## src/rtl/cbwi_pkg.sv

```systemverilog
package cbwi_pkg;

  typedef enum logic [1:0] {
    MODE_NEVER    = 2'd0,
    MODE_IF_TRUE  = 2'd1,
    MODE_IF_FALSE = 2'd2,
    MODE_ALWAYS   = 2'd3
  } cbwi_mode_e;

  localparam int DEC_COUNT  = 3;
  localparam int DEC_WAIT   = 0;
  localparam int DEC_INTR   = 1;
  localparam int DEC_BRANCH = 2;

  typedef struct packed {
    logic commitBranch;
    logic commitAdvance;
    logic raiseIrq;
  } cbwi_strobe_t;

  function automatic logic modeFires(cbwi_mode_e mode, logic hit);
    logic fires;
    unique case (mode)
      MODE_NEVER:    fires = 1'b0;
      MODE_IF_TRUE:  fires = hit;
      MODE_IF_FALSE: fires = !hit;
      default:       fires = 1'b1;
    endcase
    return fires;
  endfunction

endpackage

```

## src/rtl/cbwi_cond_eval.sv

```systemverilog
module cbwi_cond_eval #(
  parameter int STAT_W = 4
) (
  input  logic [STAT_W-1:0] status,
  input  logic [STAT_W-1:0] mask,
  input  logic [STAT_W-1:0] value,
  output logic              hit
);
  logic [STAT_W-1:0] diff;

  always_comb begin
    diff = (status ^ value) & mask;
    hit  = (diff == '0);
  end
endmodule

```

## src/rtl/cbwi_datapath.sv

```systemverilog
module cbwi_datapath
  import cbwi_pkg::*;
#(
  parameter int ADDR_W     = 32,
  parameter int STAT_W     = 4,
  parameter int STEP_BYTES = 16
) (
  input  logic                               clk,
  input  logic                               rstN,
  input  logic                               capture,
  input  logic [STAT_W-1:0]                  devStatus,
  input  logic [DEC_COUNT-1:0][STAT_W-1:0]   maskIn,
  input  logic [DEC_COUNT-1:0][STAT_W-1:0]   valueIn,
  input  logic [ADDR_W-1:0]                  depWord,
  input  logic                               ptrLoad,
  input  logic [ADDR_W-1:0]                  ptrLoadValue,
  input  logic                               irqClear,
  input  cbwi_strobe_t                       strobes,
  output logic [DEC_COUNT-1:0]               condHit,
  output logic [ADDR_W-1:0]                  cmdPtr,
  output logic                               btFlag,
  output logic                               irqPending
);
  localparam int ALIGN_BITS = $clog2(STEP_BYTES);
  localparam logic [ADDR_W-1:0] ALIGN_MASK = {ADDR_W{1'b1}} << ALIGN_BITS;
  localparam logic [ADDR_W-1:0] STEP_VAL = ADDR_W'(STEP_BYTES);

  logic [STAT_W-1:0]                statusCap;
  logic [DEC_COUNT-1:0][STAT_W-1:0] maskCap;
  logic [DEC_COUNT-1:0][STAT_W-1:0] valueCap;
  logic [ADDR_W-1:0]                depCap;

  always_ff @(posedge clk) begin
    if (!rstN) begin
      statusCap <= '0;
      maskCap   <= '0;
      valueCap  <= '0;
      depCap    <= '0;
    end else if (capture) begin
      statusCap <= devStatus;
      maskCap   <= maskIn;
      valueCap  <= valueIn;
      depCap    <= depWord;
    end
  end

  for (genvar d = 0; d < DEC_COUNT; d++) begin : g_cond
    cbwi_cond_eval #(.STAT_W(STAT_W)) u_eval (
      .status (statusCap),
      .mask   (maskCap[d]),
      .value  (valueCap[d]),
      .hit    (condHit[d])
    );
  end

  always_ff @(posedge clk) begin
    if (!rstN) begin
      cmdPtr <= '0;
      btFlag <= 1'b0;
    end else if (strobes.commitBranch) begin
      cmdPtr <= depCap;
      btFlag <= 1'b1;
    end else if (strobes.commitAdvance) begin
      cmdPtr <= cmdPtr + STEP_VAL;
      btFlag <= 1'b0;
    end else if (ptrLoad) begin
      cmdPtr <= ptrLoadValue & ALIGN_MASK;
    end
  end

  always_ff @(posedge clk) begin
    if (!rstN) begin
      irqPending <= 1'b0;
    end else if (strobes.raiseIrq) begin
      irqPending <= 1'b1;
    end else if (irqClear) begin
      irqPending <= 1'b0;
    end
  end
endmodule

```

## src/rtl/cbwi_ctrl.sv

```systemverilog
module cbwi_ctrl
  import cbwi_pkg::*;
(
  input  logic                 clk,
  input  logic                 rstN,
  input  logic                 evalStrobe,
  input  logic [1:0]           waitMode,
  input  logic [1:0]           intrMode,
  input  logic [1:0]           branchMode,
  input  logic [DEC_COUNT-1:0] condHit,
  output cbwi_strobe_t         strobes,
  output logic                 decValid,
  output logic                 waitFlag,
  output logic                 irqPulse,
  output logic                 branchTaken
);
  cbwi_mode_e waitCap, intrCap, branchCap;
  logic       validQ;

  always_ff @(posedge clk) begin
    if (!rstN) begin
      validQ    <= 1'b0;
      waitCap   <= MODE_NEVER;
      intrCap   <= MODE_NEVER;
      branchCap <= MODE_NEVER;
    end else begin
      validQ <= evalStrobe;
      if (evalStrobe) begin
        waitCap   <= cbwi_mode_e'(waitMode);
        intrCap   <= cbwi_mode_e'(intrMode);
        branchCap <= cbwi_mode_e'(branchMode);
      end
    end
  end

  logic waitHit, proceed, irqHit, brHit;

  always_comb begin
    waitHit = validQ && modeFires(waitCap, condHit[DEC_WAIT]);
    proceed = validQ && !waitHit;
    irqHit  = proceed && modeFires(intrCap, condHit[DEC_INTR]);
    brHit   = proceed && modeFires(branchCap, condHit[DEC_BRANCH]);

    strobes.commitBranch  = brHit;
    strobes.commitAdvance = proceed && !brHit;
    strobes.raiseIrq      = irqHit;

    decValid    = validQ;
    waitFlag    = waitHit;
    irqPulse    = irqHit;
    branchTaken = brHit;
  end
endmodule

```

## src/rtl/cbwi_unit.sv

```systemverilog
module cbwi_unit
  import cbwi_pkg::*;
#(
  parameter int ADDR_W     = 32,
  parameter int STAT_W     = 4,
  parameter int STEP_BYTES = 16
) (
  input  logic              clk,
  input  logic              rstN,
  input  logic              evalStrobe,
  input  logic [1:0]        waitMode,
  input  logic [1:0]        intrMode,
  input  logic [1:0]        branchMode,
  input  logic [STAT_W-1:0] devStatus,
  input  logic [STAT_W-1:0] waitMask,
  input  logic [STAT_W-1:0] waitValue,
  input  logic [STAT_W-1:0] intrMask,
  input  logic [STAT_W-1:0] intrValue,
  input  logic [STAT_W-1:0] branchMask,
  input  logic [STAT_W-1:0] branchValue,
  input  logic [ADDR_W-1:0] depWord,
  input  logic              ptrLoad,
  input  logic [ADDR_W-1:0] ptrLoadValue,
  input  logic              irqClear,
  output logic              decValid,
  output logic              waitFlag,
  output logic              irqPulse,
  output logic              branchTaken,
  output logic [ADDR_W-1:0] cmdPtr,
  output logic              btFlag,
  output logic              irqPending
);
  logic [DEC_COUNT-1:0][STAT_W-1:0] maskBus;
  logic [DEC_COUNT-1:0][STAT_W-1:0] valueBus;
  logic [DEC_COUNT-1:0]             condHit;
  cbwi_strobe_t                     strobes;

  always_comb begin
    maskBus[DEC_WAIT]    = waitMask;
    maskBus[DEC_INTR]    = intrMask;
    maskBus[DEC_BRANCH]  = branchMask;
    valueBus[DEC_WAIT]   = waitValue;
    valueBus[DEC_INTR]   = intrValue;
    valueBus[DEC_BRANCH] = branchValue;
  end

  cbwi_ctrl u_ctrl (
    .clk         (clk),
    .rstN        (rstN),
    .evalStrobe  (evalStrobe),
    .waitMode    (waitMode),
    .intrMode    (intrMode),
    .branchMode  (branchMode),
    .condHit     (condHit),
    .strobes     (strobes),
    .decValid    (decValid),
    .waitFlag    (waitFlag),
    .irqPulse    (irqPulse),
    .branchTaken (branchTaken)
  );

  cbwi_datapath #(
    .ADDR_W     (ADDR_W),
    .STAT_W     (STAT_W),
    .STEP_BYTES (STEP_BYTES)
  ) u_dp (
    .clk          (clk),
    .rstN         (rstN),
    .capture      (evalStrobe),
    .devStatus    (devStatus),
    .maskIn       (maskBus),
    .valueIn      (valueBus),
    .depWord      (depWord),
    .ptrLoad      (ptrLoad),
    .ptrLoadValue (ptrLoadValue),
    .irqClear     (irqClear),
    .strobes      (strobes),
    .condHit      (condHit),
    .cmdPtr       (cmdPtr),
    .btFlag       (btFlag),
    .irqPending   (irqPending)
  );
endmodule

```

## config.mk

```make
export PLATFORM = sky130hd
export DESIGN_NAME = cbwi_unit
export DESIGN_NICKNAME = d
export VERILOG_FILES = /design/src/rtl/cbwi_pkg.sv /design/src/rtl/cbwi_cond_eval.sv /design/src/rtl/cbwi_datapath.sv /design/src/rtl/cbwi_ctrl.sv /design/src/rtl/cbwi_unit.sv
export SDC_FILE = /design/constraint.sdc
export NUM_CORES = 1
export LEC_CHECK = 0
export ABC_AREA = 1
export ABC_CLOCK_PERIOD_IN_PS = 1990
export BUFFER_PORTS_ARGS = -buffer_cell sky130_fd_sc_hd__buf_2
export CORE_ASPECT_RATIO = 0.5
export CORE_UTILIZATION = 40
export DETAILED_ROUTE_END_ITERATION = 8
export PLACE_DENSITY = 0.63
export SETUP_SLACK_MARGIN = 0.4
export SYNTH_ARGS = -nofsm -noshare
export SYNTH_HDL_FRONTEND = slang
export SYNTH_SLANG_ARGS = --single-unit
```

## constraint.sdc

```tcl
create_clock -name clk -period 1.99 [get_ports clk]
set_clock_uncertainty 0.15 [all_clocks]
set_input_delay 0.398 -clock clk [delete_from_list [all_inputs] [get_ports clk]]
set_output_delay 0.398 -clock clk [all_outputs]
set_load 0.05 [all_outputs]
```

Word level (Yosys, flattened, before mapping)

Index checks and enable logic that the tools add are counted.

Output and inout bits: 38
Register bits: 101
Input port bits: 103
Word-level logic and storage cells: 57

Reductions and logical operators: 19
Add/subtract/negate cells: 1
Eq/ne operators: 6
Bitwise operators: 6
Multiplexer cells: 10

Operators by type and width:

| kind                                                                  | number |
|---|---|
| 32-bit two-way mux                                                    | 3 |
| 32-bit by 5-bit adder with 32-bit output, second input constant       | 1 |
| 4-bit bitwise AND                                                     | 3 |
| 4-bit zero test                                                       | 3 |
| 4-bit bitwise XOR                                                     | 3 |
| 1-bit case mux with 3 select lines                                    | 3 |
| 2-bit by 1-bit equality test with 1-bit output, second input constant | 3 |
| 2-bit equality test, second input constant                            | 3 |
| 2-bit zero test                                                       | 3 |
| 1-bit logical AND                                                     | 5 |
| 1-bit zero test                                                       | 5 |
| 1-bit two-way mux                                                     | 4 |
| 2-bit nonzero test                                                    | 2 |
| 3-bit nonzero test                                                    | 1 |

Logic depth before layout (Yosys ltp)

Depth after elaboration: 13
Mapped depth: 15

Cells and area by module

A second synthesis with hierarchy kept.

Cell total of the unflattened synthesis: 737
Area total of the unflattened synthesis: 4957.3 µm²

Modules (own cells, without submodules):

| module         | area an instance (µm²) | cells each | times used |
|---|---|---|---|
| cbwi_datapath  | 4349.2                 | 619        | 1 |
| cbwi_ctrl      | 319.1                  | 49         | 1 |
| cbwi_cond_eval | 96.3                   | 23         | 3 |

Least setup slack after synthesis

No wires, ideal clock.

Path kind: register to register
From: register u_dp.cmdPtr[4]
To: register u_dp.cmdPtr[26]
Arrival: 2021 ps
Stages on the path, launching flop included: 13
Library setup time: 70 ps
Path slack: -251 ps
Period minus slack after synthesis: 2241 ps
Path through: dfxtp_1 -> ha_1 -> nand2_1 -> nor2_2 -> nand2_1 -> nor2_2 -> nand3_1 -> nor2_1 -> xor2_1 -> nand2_1 -> nand2_1 -> nand2_1 -> a21oi_1

Word-level cells in the longest chain between the ends: 3

RTL lines:

| item                                     | line                | text |
|---|---|---|
| start, declared                          | cbwi_datapath.sv:20 | `output logic [ADDR_W-1:0] cmdPtr,` |
| start signal, assigned                   | cbwi_datapath.sv:61 | `cmdPtr <= depCap;` |
| start signal, assigned                   | cbwi_datapath.sv:64 | `cmdPtr <= cmdPtr + STEP_VAL;` |
| start signal, assigned                   | cbwi_datapath.sv:67 | `cmdPtr <= ptrLoadValue & ALIGN_MASK;` |
| 32-bit by 5-bit adder with 32-bit output | cbwi_datapath.sv:64 |  |
| 32-bit two-way mux                       | cbwi_datapath.sv:63 | `end else if (strobes.commitAdvance) begin` |
| 32-bit two-way mux                       | cbwi_datapath.sv:60 | `end else if (strobes.commitBranch) begin` |

No other way between the ends.
A chain may end at the register's enable or synchronous reset.

Worst setup path in the final report

From: register u_dp.statusCap[3]
To: output irqPulse

Word-level cells in the longest chain between the ends: 9

RTL lines:

| item                               | line                 | text |
|---|---|---|
| start, declared                    | cbwi_datapath.sv:28  | `logic [STAT_W-1:0] statusCap;` |
| start signal, assigned             | cbwi_datapath.sv:40  | `statusCap <= devStatus;` |
| 4-bit bitwise XOR                  | cbwi_cond_eval.sv:12 | `diff = (status ^ value) & mask;` |
| 4-bit bitwise AND                  | cbwi_cond_eval.sv:12 |  |
| 4-bit zero test                    | cbwi_cond_eval.sv:13 | `hit = (diff == '0);` |
| 1-bit zero test                    | cbwi_pkg.sv:26       | `MODE_IF_FALSE: fires = !hit;` |
| 1-bit case mux with 3 select lines | cbwi_pkg.sv:23       | `unique case (mode)` |
| 1-bit logical AND                  | cbwi_ctrl.sv:39      | `waitHit = validQ && modeFires(waitCap, condHit[DEC_WAIT]);` |
| 1-bit zero test                    | cbwi_ctrl.sv:40      | `proceed = validQ && !waitHit;` |
| 1-bit logical AND                  | cbwi_ctrl.sv:40      |  |
| 1-bit logical AND (*)              | cbwi_ctrl.sv:41      | `irqHit = proceed && modeFires(intrCap, condHit[DEC_INTR]);` |
| end, declared                      | cbwi_unit.sv:27      | `output logic irqPulse,` |

Mark *: on every way between the ends. The rest lies on a longest branch, timed or not.

==> results by stage <==
Outcome:
- The flow ran to the end, but the final reports show violations.
- The checks that failed: setup timing.

Placed design:
- The placed instances occupy a cell area of 0.00623 sq mm.
- The number of port buffers is 136.
- Routability-driven placement finished with a final weighted congestion of 0.934.
- After legalization and detailed placement, the total HPWL measured 10,800 microns.

Cells and area:
- The fraction of layout instances using a drive strength above 1 is 32.3%.
- Once layout is done, the placed cells without fillers occupy 0.00689 sq mm.
- Counting the fill cells in the layout gives 1,239.
- In the layout the commonest cells are 148 x sky130_fd_sc_hd__nand2_1, 139 x sky130_fd_sc_hd__nor2_1, 124 x sky130_fd_sc_hd__buf_2.
- Measured on the finished design, the core utilization comes to 57.2%.
- The commonest non-fill, non-tap cell in the layout is sky130_fd_sc_hd__nand2_1.
- The relative area change from synthesis to final layout is 36.7%.
- The net count of the finished layout is 1,006.

Clock tree:
- The number of buffers on the longest clock path is 2.
- After clock tree synthesis, the flow added hold-fix buffers numbering 0.
- The number of buffers created by CTS is 9.
- The CTS root buffer is sky130_fd_sc_hd__clkbuf_16.
- Clock-pin slew was measured on the worst setup and hold paths at 70 ps.
- TritonCTS built the clock tree.
- The number of H-tree levels is 3.
- The total number of clock tree sinks is 101.
- The clock reaches the later pin of the worst-skew pair after 350 ps.

Synthesis:
- In this run the mean area of a mapped cell was 6.69 sq um.
- The number of flops mapped to enable cells by yosys is 0.
- The post-synthesis instance area is 0.00504 sq mm.
- After synthesis the netlist holds a flip-flop and latch count of 101.
- For this run, asynchronously set or reset flops after synthesis account for 0%.
- The number of different library cells used by synthesis comes to 33.
- The portion of the post-synthesis area used by sequential elements is 40.1%.
- The synthesized netlist net count is 858.
- The leading register cell type out of synthesis is sky130_fd_sc_hd__dfxtp_1.
- The count of mapped cells out of synthesis is 754.
- During synthesis, Yosys emitted a total of 0 warnings.

Floorplan:
- The number of primary I/O pins is 141.
- The die is 161 microns wide.
- Once the floorplan was initialized, standard cells occupied 41.8% of the core.
- After floorplanning, the core was divided into 28 placement rows.
- The floorplan die area is 0.0131 sq mm.
- The die extent in y is 81.4 microns.
- The total area inside the core boundary comes to 0.0121 sq mm.

Power and ir drop:
- The total internal power is 3.53 mW.
- The worst IR drop on VDD is 379 uV.
- In this run the power density over the cells is 763 mW/mm^2.
- The overall power of the completed layout is 5.26 mW.
- The share of total power in combinational logic is 23.8%.
- The clock network is responsible for 31.6% of the overall power.
- The leakage component of the power is 3.18 nW.
- Of the total power, registers draw 44.6%.
- The switching power as a share of total power is 32.8%.
- Summed over all nets, the switching power comes to 1.73 mW.

STA:
- Headroom to the max-slew limit came out at 73.6%.
- Across all setup checks in the final design, the least slack found is -205 ps.
- Setup repair after global routing could not meet its margin everywhere.
- The number of hold violations in the final report is 0.
- The shortest clock period the worst path allows after layout is 2200 ps.
- The final setup violation count is 29.
- For the final routed database, the setup TNS stands at -1860 ps.
- The max-slew violation count is 0.
- The worst-margin pin slew is 397 ps.
- In the finished design, the share of the clock period the worst path needs comes to 110%.
- For this run, the top clock speed supported by timing is 0.456 GHz.

Routing:
- After detailed routing, the number of vias per cell comes to 4.94.
- The number of vias in the routed layout is 5,298.
- The first detailed-routing pass ran for 5 iterations.
- The number of nets still failing antenna checks after routing is 0.
- The first-iteration detailed-routing DRC count is 419.
- For this block, the routed nets add up to 15,200 microns of wire.
- For this run, design rule violations remaining after detail routing come to 0.
- The post-detailed-route wirelength per cell is 14.1 microns.

Global routing:
- The number of global-route vias before repair is 4,755.
- The first global-routing pass estimated 24,000 microns of wire.
- Entering global routing, the biggest net connects 83 pins.
- The overall routing resource usage is 23.5%.
- The global-route congestion overflow total is 0.
- The initial antenna violation count is 1.

Critical path:
- Counting cells, the worst reg-to-reg path comes to 16.
- In this run the critical register-to-register path is launched from u_dp.statusCap[3].
- The element type at the critical path start is a flip-flop.
- The highest net fanout along the worst path is 7.
- The launching element of the worst setup path is u_dp.statusCap[3].
- Data arrives at the worst endpoint at 1650 ps.
- The required time at the worst-slack endpoint is 1440 ps.
- STA classifies the critical path endpoint as a primary output.
- The kind of critical path is flip-flop to primary output.

Min path:
- The startpoint of the most critical hold path is depWord[0].
- The class of the tightest hold or removal check is primary input to flip-flop.
- The worst hold path was traced through 3 stages.

Job:
- The number of max-cap violations is 0.
cell usage after synthesis (all sizes together) (4+ instances only):
cell      n  share of area (%)
or2       4               0.50
a21oi    67                6.7
o21ai    93                9.2
o211ai    6               0.99
nor3      5               0.50
nand4     6               0.74
dfxtp   101                 40
clkbuf   22                1.6
inv      55                4.1
xor2     13                2.3
nand2   166                 13
xnor2     9                1.6
nor2    153                 12
buf      15                2.1
nand3    34                3.8
critical path, stage by stage, from the launching register on:
cell	delay [ps]
sky130_fd_sc_hd__dfxtp_4	400
sky130_fd_sc_hd__nand2_2	60
sky130_fd_sc_hd__nand2_2	60
sky130_fd_sc_hd__nor2_2	50
sky130_fd_sc_hd__nor2_4	130
sky130_fd_sc_hd__nand2_2	80
sky130_fd_sc_hd__nand2_2	70
sky130_fd_sc_hd__nand3_4	90
sky130_fd_sc_hd__inv_4	80
sky130_fd_sc_hd__nand2_4	60
sky130_fd_sc_hd__clkinvlp_4	80
sky130_fd_sc_hd__buf_8	140
repair_timing:
item	CTS	global route
buffers inserted	5	2
pin swaps	12	12
setup endpoints to repair	42	41
gates resized for setup	56	31
cloned	2	0
area by class of cell:
type | instances | area [sq um] | area share, %
antenna | 1 | 2.50 | 0.0363
clock buffer | 12 | 236 | 3.43
tap | 165 | 206 | 3.00
sequential | 101 | 2090 | 30.3
clock inverter | 4 | 30.0 | 0.436
timing repair buffer | 174 | 1210 | 17.5
multi-input combinational | 560 | 2900 | 42.0
inverter | 56 | 224 | 3.25
power groups by stage:
stage	sequential, mW	combinational (mW)	clock [mW]
finish	2.35	1.25	1.66
global route	2.36	1.37	1.76
CTS	2.34	1.21	1.68
detailed placement	2.38	1.11	0
global placement	2.38	1.10	0
floorplan	2.55	0.561	0
logic make-up (layout without fill, tap and decap cells):
kind of cell | Yosys count | after routing | synth area share [%]
buffers and inverters | 93 | 246 | 7.94
XOR/XNOR | 22 | 22 | 3.82
other | 0 | 1 | 0
flip-flops | 101 | 101 | 40.1
AO/OA/AOI/OAI | 166 | 166 | 16.9
adder cells (fa/ha/maj) | 1 | 1 | 0.248
AND/OR/NAND/NOR | 371 | 371 | 31.0
layer usage:
metal	routed length [microns]	GRT usage, %	vias up
met1	7460	32.7	2426
met2	6810	38.0	135
met4	111	5.28	0
met5	0	0	-
li1	-	-	2726
met3	790	4.34	11
flip-flops by register name (all words and copies together), names as in the netlist, 2 cells and up:
signal	count
u_ctrl.intrCap	2
u_dp.cmdPtr	32
u_dp.depCap	32
u_ctrl.branchCap	2
u_ctrl.waitCap	2
u_dp.maskCap	12
u_dp.statusCap	4
u_dp.valueCap	12
final timing paths:
kind	end	slack, ps
setup / recovery	irqPulse	-210
hold / removal	u_dp.depCap[0]	120
setup reg to reg	u_dp.cmdPtr[14]	-80
hold reg to reg	u_dp.depCap[20]	310
through the flow:
stage	hold slack, ps	setup WS [ps]	instances
after global placement	288	-57.7	1047
after global routing	125	-288	1072
after detailed placement	300	-73.4	1047
final	115	-205	1073
after CTS	113	-201	1070
after floorplan	279	133	754
Power figures use the tool's default switching activity.
